--- src/rtl/ibg_pkg.sv ---
package ibg_pkg;

    typedef enum logic [1:0] {
        PH_LOW   = 2'd0,
        PH_HIGH  = 2'd1,
        PH_BREAK = 2'd2
    } phase_e;

    function automatic int unsigned clk_per_tick(input int unsigned clk_hz,
                                                 input int unsigned tick_hz);
        int unsigned d;
        d = clk_hz / tick_hz;
        return (d < 1) ? 1 : d;
    endfunction

    function automatic int unsigned max3(input int unsigned a,
                                         input int unsigned b,
                                         input int unsigned c);
        int unsigned m;
        m = (a > b) ? a : b;
        return (m > c) ? m : c;
    endfunction

    function automatic int unsigned bits_for(input int unsigned n);
        return (n < 2) ? 1 : $clog2(n + 1);
    endfunction

endpackage

--- src/rtl/ibg_tick_gen.sv ---
module ibg_tick_gen #(
    parameter int unsigned DIV = 25000
) (
    input  logic clk,
    input  logic rst,
    output logic tick
);
    generate
        if (DIV < 2) begin : g_every
            always_ff @(posedge clk) begin
                if (rst) tick <= 1'b0;
                else     tick <= 1'b1;
            end
        end else begin : g_div
            localparam int unsigned W = $clog2(DIV);
            localparam logic [W-1:0] LAST = W'(DIV - 1);
            logic [W-1:0] cnt;

            always_ff @(posedge clk) begin
                if (rst) begin
                    cnt  <= '0;
                    tick <= 1'b0;
                end else begin
                    tick <= (cnt == LAST);
                    cnt  <= (cnt == LAST) ? '0 : cnt + 1'b1;
                end
            end

            assert_tick_gap_R1: assert property (@(posedge clk) disable iff (rst)
                tick |=> !tick);
        end
    endgenerate
endmodule

--- src/rtl/ibg_phase_ctrl.sv ---
module ibg_phase_ctrl
    import ibg_pkg::*;
#(
    parameter int unsigned LOW_TICKS   = 10,
    parameter int unsigned HIGH_TICKS  = 4,
    parameter int unsigned BREAK_TICKS = 10
) (
    input  logic clk,
    input  logic rst,
    input  logic tick,
    input  logic line_in,
    input  logic brk_req,
    input  logic byte_rx,
    output logic pull_low,
    output logic brk_done
);
    localparam int unsigned MAXT = max3(LOW_TICKS, HIGH_TICKS, BREAK_TICKS);
    localparam int unsigned CW   = bits_for(MAXT);
    localparam logic [CW-1:0] L_LIM = CW'(LOW_TICKS);
    localparam logic [CW-1:0] H_LIM = CW'(HIGH_TICKS);
    localparam logic [CW-1:0] B_LIM = CW'(BREAK_TICKS);

    typedef struct packed {
        phase_e        ph;
        logic [CW-1:0] cnt;
        logic          done;
    } ctl_t;

    ctl_t          cur, nxt;
    logic [CW-1:0] inc;

    always_comb begin
        inc = (cur.cnt == '1) ? cur.cnt : cur.cnt + 1'b1;
        nxt = cur;
        nxt.done = 1'b0;
        if (byte_rx) begin
            nxt.ph  = PH_LOW;
            nxt.cnt = '0;
        end else if (cur.ph == PH_BREAK && !brk_req) begin
            nxt.ph  = PH_LOW;
            nxt.cnt = '0;
        end else if (tick) begin
            unique case (cur.ph)
                PH_LOW: begin
                    if (line_in) begin
                        nxt.cnt = '0;
                    end else if (inc >= L_LIM) begin
                        nxt.ph  = PH_HIGH;
                        nxt.cnt = '0;
                    end else begin
                        nxt.cnt = inc;
                    end
                end
                PH_HIGH: begin
                    if (!line_in) begin
                        if (cur.cnt != '0) nxt.ph = PH_LOW;
                        nxt.cnt = '0;
                    end else if (inc >= H_LIM && brk_req) begin
                        nxt.ph  = PH_BREAK;
                        nxt.cnt = '0;
                    end else begin
                        nxt.cnt = (inc >= H_LIM) ? H_LIM : inc;
                    end
                end
                PH_BREAK: begin
                    if (inc >= B_LIM) begin
                        nxt.ph   = PH_LOW;
                        nxt.cnt  = '0;
                        nxt.done = 1'b1;
                    end else begin
                        nxt.cnt = inc;
                    end
                end
                default: begin
                    nxt.ph  = PH_LOW;
                    nxt.cnt = '0;
                end
            endcase
        end
    end

    always_ff @(posedge clk) begin
        if (rst) begin
            cur.ph   <= PH_LOW;
            cur.cnt  <= '0;
            cur.done <= 1'b0;
        end else begin
            cur <= nxt;
        end
    end

    assign pull_low = (cur.ph == PH_BREAK);
    assign brk_done = cur.done;

    assert_low_phase_R3: assert property (@(posedge clk) disable iff (rst)
        (cur.ph == PH_HIGH && $past(cur.ph) == PH_LOW) |-> $past(tick && !line_in));

    assert_break_entry_R4: assert property (@(posedge clk) disable iff (rst)
        $rose(pull_low) |-> $past(tick && line_in && brk_req));

    assert_done_single_R7: assert property (@(posedge clk) disable iff (rst)
        brk_done |=> !brk_done);

    assert_done_release_R7: assert property (@(posedge clk) disable iff (rst)
        brk_done |-> ($past(pull_low) && !pull_low));

    assert_req_gate_R8: assert property (@(posedge clk) disable iff (rst)
        !brk_req |=> !pull_low);

    assert_byte_clear_R9: assert property (@(posedge clk) disable iff (rst)
        byte_rx |=> (!pull_low && !brk_done));
endmodule

--- src/rtl/idle_break_gen.sv ---
module idle_break_gen
    import ibg_pkg::*;
#(
    parameter int unsigned CLK_HZ      = 50_000_000,
    parameter int unsigned TICK_HZ     = 2000,
    parameter int unsigned LOW_TICKS   = 10,
    parameter int unsigned HIGH_TICKS  = 4,
    parameter int unsigned BREAK_TICKS = 10
) (
    input  logic clk,
    input  logic rst,
    input  logic line_in,
    input  logic brk_req,
    input  logic byte_rx,
    output logic tick,
    output logic pull_low,
    output logic brk_done
);
    localparam int unsigned DIV = clk_per_tick(CLK_HZ, TICK_HZ);

    ibg_tick_gen #(.DIV(DIV)) u_tick (
        .clk  (clk),
        .rst  (rst),
        .tick (tick)
    );

    ibg_phase_ctrl #(
        .LOW_TICKS   (LOW_TICKS),
        .HIGH_TICKS  (HIGH_TICKS),
        .BREAK_TICKS (BREAK_TICKS)
    ) u_ctrl (
        .clk      (clk),
        .rst      (rst),
        .tick     (tick),
        .line_in  (line_in),
        .brk_req  (brk_req),
        .byte_rx  (byte_rx),
        .pull_low (pull_low),
        .brk_done (brk_done)
    );
endmodule

--- config.mk ---
export PLATFORM = sky130hd
export DESIGN_NAME = idle_break_gen
export DESIGN_NICKNAME = d
export VERILOG_FILES = /design/src/rtl/ibg_pkg.sv /design/src/rtl/ibg_tick_gen.sv /design/src/rtl/ibg_phase_ctrl.sv /design/src/rtl/idle_break_gen.sv
export SDC_FILE = /design/constraint.sdc
export NUM_CORES = 1
export LEC_CHECK = 0
export ABC_CLOCK_PERIOD_IN_PS = 3500
export CAP_MARGIN = 0
export CORE_MARGIN = 1
export CORE_UTILIZATION = 55
export DETAILED_ROUTE_END_ITERATION = 8
export GPL_TIMING_DRIVEN = 0
export PLACE_DENSITY = 0.86
export SLEW_MARGIN = 10
export SYNTH_ARGS = -nofsm -noshare
export SYNTH_HDL_FRONTEND = slang
export SYNTH_SLANG_ARGS = --single-unit
--- constraint.sdc ---
create_clock -name clk -period 3.5 [get_ports clk]
set_clock_uncertainty 0.15 [all_clocks]
set_input_delay 1.05 -clock clk [delete_from_list [all_inputs] [get_ports clk]]
set_output_delay 1.05 -clock clk [all_outputs]
set_load 0.03 [all_outputs]
# == Word level (Yosys, flattened, before mapping) ==
# Index checks and enable logic that the tools add are counted.
# classes
n_eq_ne,9
n_reduce_logical,9
mux,13
magnitude_cmp,2
bitwise_logic,2
addsub,2
# op_table
operator,n
2-to-1 mux 4 bit,5
one-hot mux 6 bit (3 select lines),1
"adder 15 x 1 -> 15 bit, second input constant",1
"equality test 15 bit, second input constant",1
2-to-1 mux 2 bit,5
2-to-1 mux 6 bit,1
"inequality test 3 x 2 -> 1 bit, second input constant",2
AND reduction 6 bit,1
OR reduction 5 bit,1
"adder 4 x 1 -> 4 bit, second input constant",1
"equality test 4 bit, second input constant",1
">= comparator 4 x 3 -> 1 bit, second input constant",1
">= comparator 4 bit, second input constant",1
"inequality test 2 x 1 -> 1 bit, second input constant",2
nonzero test 4 bit,1
OR reduction 3 bit,1
"equality test 2 x 1 -> 1 bit, second input constant",1
"equality test 2 bit, second input constant",1
logical AND 1 bit,2
logical NOT 2 bit,1
"inequality test 2 bit, second input constant",1
NOT 1 bit,2
OR reduction 2 bit,1
logical NOT 1 bit,1
2-to-1 mux 1 bit,1
# word_totals
ff_bits,23
wordCells,42
inputBits,5
out_inout_bits,3

# == Longest topological paths before layout ==
# Gate-level depths: netlist of the first run.
# logic_depth
depth_word,7
depth_mapped,7
mapped_depth_nobuf,6

# == Cells and area by module ==
# From an unflattened synthesis of the first run, not the netlist that was laid out.
# hier_totals
hier_cells,141
hier_area_um2,1201.2
# by_module_without_submodules
module,seq_area_each_um2,instances,cells_per_inst,area_each_um2
ibg_tick_gen,320.3,1,78,710.7
ibg_phase_ctrl,140.1,1,63,490.5

# == Worst setup path before layout of the first run ==
# OpenSTA, ideal clock, no wires.
# synth_path
path_type,input-to-reg
start,in byte_rx
end,reg u_ctrl.cur[1] (netlist bit)
arrival_time_ns,1.821
setup_ns,0.059
n_path_buf,0
t_required_ns,3.291
slack_ns,1.470
cell_stages,5
path_cell_list,nor2_1 -> o211ai_1 -> a221oi_1 -> and2_1 -> a22o_1
# synth_via
elab_chain_cells,1
# synth_lines
item,line,source
"start, declared",idle_break_gen.sv:14,"input logic byte_rx,"
OR reduction 3 bit (no source line),n/a,
"end signal, assigned",ibg_phase_ctrl.sv:88,cur <= nxt;
"end, declared",ibg_phase_ctrl.sv:29,"ctl_t cur, nxt;"
# Every way passes these cells.
# A chain may end at the register's enable or synchronous reset.

# == Worst setup path after layout of the first run ==
# layout_path
start,reg u_ctrl.cur[5] (netlist bit)
end,out pull_low
# layout_via
elab_chain_cells,1
# layout_lines
item,line,source
equality test 2 bit,ibg_phase_ctrl.sv:92,assign pull_low = (cur.ph == PH_BREAK);
"end, declared",idle_break_gen.sv:16,"output logic pull_low,"
# Every way passes these cells.

==> flow_metrics.tcl, run 1 <==
set metrics [dict create \
    utilization_pct 66.7 \
    postPlaceCellArea_um2 1310 \
    status "finished, final reports clean" \
    finalSetupViolCount 0 \
    layout_common_cells "25 x nor2_1, 23 x dfxtp_1, 8 x nand2_1" \
    cp.required_ns 2.30 \
    drive_gt1_share_pct 10.8 \
    yosysWarnings 0 \
    synthCells 137 \
    fin_crit_sh_pct 82.4 \
    wirelength_met1_um 1090 \
    worst_setup_path_end_kind "output pin" \
    io_pins 8 \
    fillerInstances 161 \
    grt_max_degree 13 \
    routed-via-count 989 \
    yosys.area.top_type_share_pct 38.2 \
    wire_per_inst_um 13.0 \
    clkLatencyLatePin_ns 0.31 \
    post_cts_buffers 0 \
    hold_viol 0 \
    hpwl_um 1750 \
    clockBufferDepth 2 \
    dr.pass1.iters 4 \
    cp_max_fo 10 \
    antenna_found_initial 0 \
    cts_made_buffers 3 \
    place.gp.congestion 0.831 \
    syn_nets 145 \
    die_x_um 48.8 \
    synth_area_um2 1200 \
    design.core.area_um2 2000 \
    htreeDepth 1 \
    die_y_um 48.8 \
    grt_overflow_total 0 \
    cts_tree "built" \
    grt_usage_pct 21.1 \
    fp-row-count 16 \
    cts_resized 0 \
    period_minus_slack_ns 2.89 \
    portBuffers 7 \
    slew_viol_final 0 \
    met3WireLength_um 71 \
    final_antenna_net_count 0 \
    die-area_um2 2380 \
    crit_type "register to output pin" \
    grt_pass1_wl_um 3860 \
    syn_avg_cell_area_um2 8.79 \
    power.leakage_nw 0.469 \
    power.density_nw_per_um2 307 \
    tightest_slew_ns 0.418 \
    route.met2.wl_um 1060 \
    path_clk_slew_ns 0.11 \
    rsz0062_at_grt "no" \
    critPathArrivalTime_ns 1.69 \
    clock-sinks 23 \
    highest_layer "met4" \
    maxCapViolCount 0 \
    ctsHoldBuffers 0 \
    synth_area_leaders "dfxtp_1 38%, nor2_1 7.8%, xnor2_1 5.1%, xor2_1 4.4%, ha_1 3.1%" \
    fin_setup_tns_ns 0 \
    root_buffer "clkbuf_4" \
    slew_headroom_pct 71.9 \
    num_antenna_cells 0 \
    hp-class "register to register" \
    crit_path_start_kind "register" \
    initial_core_util_pct 60.2 \
    layout-area-overhead-vs-synth_pct 10.8 \
    synth-seq-cells 23 \
    ir_drop_mv 0.262 \
    routed_wirelength_um 2270 \
    layout.cells.most_common "nor2_1" \
    grt_pass1_vias 925 \
    yosysSeqAreaShare_pct 38.2 \
    fin_nets 157 \
    clock.fmax_mhz 347 \
    postLayoutCellArea_um2 1340 \
    drc 0 \
    vias_per_cell 5.65 \
    ys_types 43 \
    yosys.area.top_type "dfxtp_1" \
    drt_iter0_markers 15 \
]
## worst max-delay path: stages (launching register included)
cell             delay (ns)
dfxtp_1                0.32
buf_2                  0.16
nand2b_4               0.17
inv_1                  0.07
clkdlybuf4s50_1        0.66
## metal layers
layer / vias up / global-route usage, %
li1: 497 / -
met1: 471 / 26.1
met2: 15 / 34.3
met3: 6 / 5.92
met4: 0 / 8.82
met5: - / 0
## registers in the layout (all words and copies together) (netlist names)
signal,flops
u_ctrl.brk_done,1
u_tick.g_div.cnt,15
u_ctrl.cur,6
u_tick.tick,1
## through the flow
| stage | hold WS [ns] | worst slack [ns] | instances | total power, W |
|---|---|---|---|---|
| after floorplan | 0.267 | 1.47 | 137 | 0.000286 |
| after global placement | 0.279 | 0.841 | 171 | 0.000294 |
| after detailed placement | 0.308 | 0.812 | 171 | 0.000295 |
| after CTS | 0.327 | 0.607 | 175 | 0.000411 |
| after global routing | 0.353 | 0.564 | 175 | 0.000420 |
| final | 0.324 | 0.615 | 175 | 0.000409 |
## cells by family (layout without fill, tap and decap cells)
kind of cell,Yosys count,in the layout,synth area share [%]
and+or+nand+nor,66,66,30.9
DFF,23,23,38.2
AOI/OAI and AO/OA,22,22,13.3
xor gates and xnor gates,13,13,9.45
buffers and inverters,8,19,3.22
adders and majority gates,3,3,3.12
muxes,2,2,1.77
## layout make-up
| type | instances | area [um2] | share of cell area, % |
|---|---|---|---|
| Timing Repair Buffer | 7 | 70.1 | 5.25 |
| Buffer | 2 | 16.3 | 1.22 |
| Inverter | 6 | 22.5 | 1.69 |
| Multi-Input combinational cell | 106 | 706 | 52.9 |
| Clock buffer | 4 | 26.3 | 1.97 |
| Tap cell | 27 | 33.8 | 2.53 |
| Sequential cell | 23 | 460 | 34.5 |
## synth_stat cells, drive strengths merged
cell type / count
a21boi: 1
a21oi: 2
a221oi: 1
a22o: 2
a31o: 1
a32o: 1
and2: 5
and3: 3
buf: 2
dfxtp: 23
ha: 3
inv: 6
mux2: 1
mux2i: 1
nand2: 8
nand2b: 6
nand3: 7
nand4: 2
nand4bb: 1
nor2: 25
nor2b: 1
nor3: 3
nor4: 3
nor4b: 2
o211ai: 1
o21a: 3
o21ai: 6
o221ai: 1
o22ai: 1
o31a: 1
o31ai: 1
xnor2: 7
xor2: 6
## power by group
part / internal [W] / total [W] / switching [W]
Sequential: 0.000265 / 0.000267 / 0.00000245
Clock: 0.0000446 / 0.000120 / 0.0000752
Combinational: 0.0000105 / 0.0000226 / 0.0000121
Total: 0.000320 / 0.000409 / 0.0000897
## worst paths after layout
kind	from	end	slack, ns	depth (start not counted)
hold / removal	u_tick.g_div.cnt[0]	u_tick.g_div.cnt[0]	0.32	1
hold reg to reg	u_tick.g_div.cnt[0]	u_tick.g_div.cnt[0]	0.32	1
setup / recovery	u_ctrl.cur[5]	pull_low	0.61	4
setup reg to reg	u_ctrl.cur[1]	u_ctrl.cur[2]	1.57	6
Note: power is estimated with default switching activity, not from simulation.
==> run 2: changes to the inputs <==
ABC_CLOCK_PERIOD_IN_PS = 2800   (was 3500)
clock period = 2.8 ns   (was 3.5 ns; I/O delays follow)
==> results of run 2 <==
Same layout as run 1 (identical final DEF). Status: finished, final reports clean.
Among the figures that moved: setup slack after placement 0.812 ns -> 0.322 ns; setup slack after layout 0.615 ns -> 0.125 ns; register-to-register setup slack 1.57 ns -> 0.87 ns; total power 0.000409 W -> 0.000512 W; worst IR drop on VDD 0.262 mV -> 0.327 mV
==> run 3: changes to the inputs <==
CORE_UTILIZATION = 50   (was 55)
PLACE_DENSITY = 0.8   (was 0.86)
==> run 3 against run 2 <==
Compared with the run above:
- first-iteration DRC count grew to 2.5 times the previous value
- total power grew 1.7%
- register-to-register slack lost 0.05 ns
- sequential share of layout area shrank 0.064 points
- sequential cell count is the same
- cell count grew 0.57%
- clock-buffer cell count shrank 1
- clock power grew 5%
- critical path type unchanged
- largest cell class unchanged
- largest power group unchanged
==> flow_metrics.tcl, run 3 (synthesis gave the netlist of run 1 again) <==
set metrics [dict create \
    status "finished, final reports clean" \
    period_minus_slack_ns 2.66 \
    io_pins 8 \
    place.gp.congestion 0.798 \
    clockPowerShare_pct 30.2 \
    vias_per_cell 5.61 \
    drc 0 \
    biggestRegsByFlops "u_tick.g_div.cnt: 15 flops, u_ctrl.cur: 6 flops" \
    clock-sinks 23 \
    rsz0062_at_grt "no" \
    power.density_nw_per_um2 389 \
    initial_core_util_pct 53.9 \
    layout-area-overhead-vs-synth_pct 11.0 \
    layout_common_cells "25 x nor2_1, 23 x dfxtp_1, 8 x nand2_1" \
    post_cts_buffers 0 \
    fin_setup_tns_ns 0 \
    root_buffer "clkbuf_4" \
    clockBufferDepth 2 \
    final_antenna_net_count 0 \
    power_frac_comb_pct 5.6 \
    design.core.area_um2 2230 \
    power.leakage_nw 0.472 \
    dr.pass1.iters 4 \
    clkLatencyLatePin_ns 0.32 \
    fin_crit_sh_pct 95.0 \
    seqPwrFrac_pct 64.2 \
    routed_wirelength_um 2220 \
    path_clk_slew_ns 0.13 \
    wire_per_inst_um 12.6 \
    ir_drop_mv 0.271 \
    hold-worst-slack_ns 0.323 \
    postLayoutCellArea_um2 1340 \
    portBuffers 7 \
    cts_resized 0 \
    r2r-end "u_ctrl.cur[5]" \
    reg2reg_from "u_ctrl.cur[2]" \
    reg2regPathDepth 5 \
    postPlaceCellArea_um2 1310 \
    power.internal_w 0.000398 \
    whs_path_depth 1 \
    fp-row-count 17 \
    hp-class "register to register" \
    hold_viol 0 \
    maxCapViolCount 0 \
    ctsHoldBuffers 0 \
    slew_viol_final 0 \
    slew_headroom_pct 75.1 \
    total_power_w 0.000520 \
    fin_nets 157 \
    crit_path_start_kind "register" \
    crit_type "register to output pin" \
    drive_gt1_share_pct 11.5 \
    min-delay-start "u_tick.g_div.cnt[0]" \
    cp_max_fo 10 \
    die_x_um 51.1 \
    die-area_um2 2610 \
    hpwl_um 1720 \
    routed-via-count 987 \
    cp.required_ns 1.81 \
    tightest_slew_ns 0.370 \
    p_sw_w 0.000123 \
    largest_reg_flops 15 \
    layout.cells.most_common "nor2_1" \
    grt_pass1_wl_um 3820 \
    grt_overflow_total 0 \
    antenna_found_initial 0 \
    critPathArrivalTime_ns 1.67 \
    rrSetupSlack_ns 0.82 \
    clock.fmax_mhz 376 \
    grt_max_degree 14 \
    grt_usage_pct 19.5 \
    num_antenna_cells 0 \
    multi_input_area_um2 706 \
    htreeDepth 1 \
    die_y_um 51.1 \
    holdPathEnd "u_tick.g_div.cnt[0]" \
    drt_iter0_markers 38 \
    regArea_um2 460 \
    p_sw_share_pct 23.6 \
    finalSetupViolCount 0 \
    worst_setup_path_end_kind "output pin" \
    cts_tree "built" \
    grt_pass1_vias 909 \
    fillerInstances 200 \
    regMostFlops "u_tick.g_div.cnt" \
    cts_made_buffers 3 \
]
## run 3: critical path, stage by stage (launching register included)
cell             delay (ns)
dfxtp_1                0.32
buf_2                  0.16
nand2b_4               0.17
inv_1                  0.06
clkdlybuf4s50_1        0.65
## run 3: layout make-up
cell class / instances / share of cell area, %
Buffer: 2 / 1.22
Tap cell: 28 / 2.62
Multi-Input combinational cell: 106 / 52.8
Clock inverter: 1 / 0.374
Clock buffer: 3 / 1.68
Inverter: 6 / 1.68
Timing Repair Buffer: 7 / 5.24
Sequential cell: 23 / 34.4
## run 3: per-layer routing
metal	wire length, um	part of all wire (%)	vias to the layer above	track usage [%]
met2	1000	45	25	29.4
met1	1070	48	458	26.3
met5	0	0	-	0
li1	-	-	499	-
met3	106	4.8	5	3.57
met4	40	1.8	0	9.72
## run 3: stage by stage
step | instances | worst slack, ns | util, %
global route | 176 | 0.0585 | 59.9
finish | 176 | 0.139 | 59.9
detailed placement | 172 | 0.324 | 58.7
global placement | 172 | 0.351 | 58.7
floorplan | 137 | 0.980 | -
CTS | 176 | 0.137 | 59.9
## run 3: power by group through the flow
stage	Sequential [W]	Clock, W	Combinational, W
global placement	0.000341	0	0.0000272
detailed placement	0.000341	0	0.0000289
finish	0.000334	0.000157	0.0000289
floorplan	0.000341	0	0.0000168
CTS	0.000334	0.000162	0.0000290
global route	0.000335	0.000175	0.0000322
## run 3: worst max path at each step
stage / from / to / slack, ns / cells after the start
5_1_grt: u_ctrl.cur[5] / pull_low / 0.06 / 4
6_report: u_ctrl.cur[5] / pull_low / 0.14 / 4
2_1_floorplan: byte_rx / u_ctrl.cur[1] / 0.98 / 5
3_3_place_gp: line_in / u_ctrl.cur[2] / 0.35 / 6
4_1_cts: u_ctrl.cur[5] / pull_low / 0.14 / 4
3_5_place_dp: line_in / u_ctrl.cur[2] / 0.32 / 6
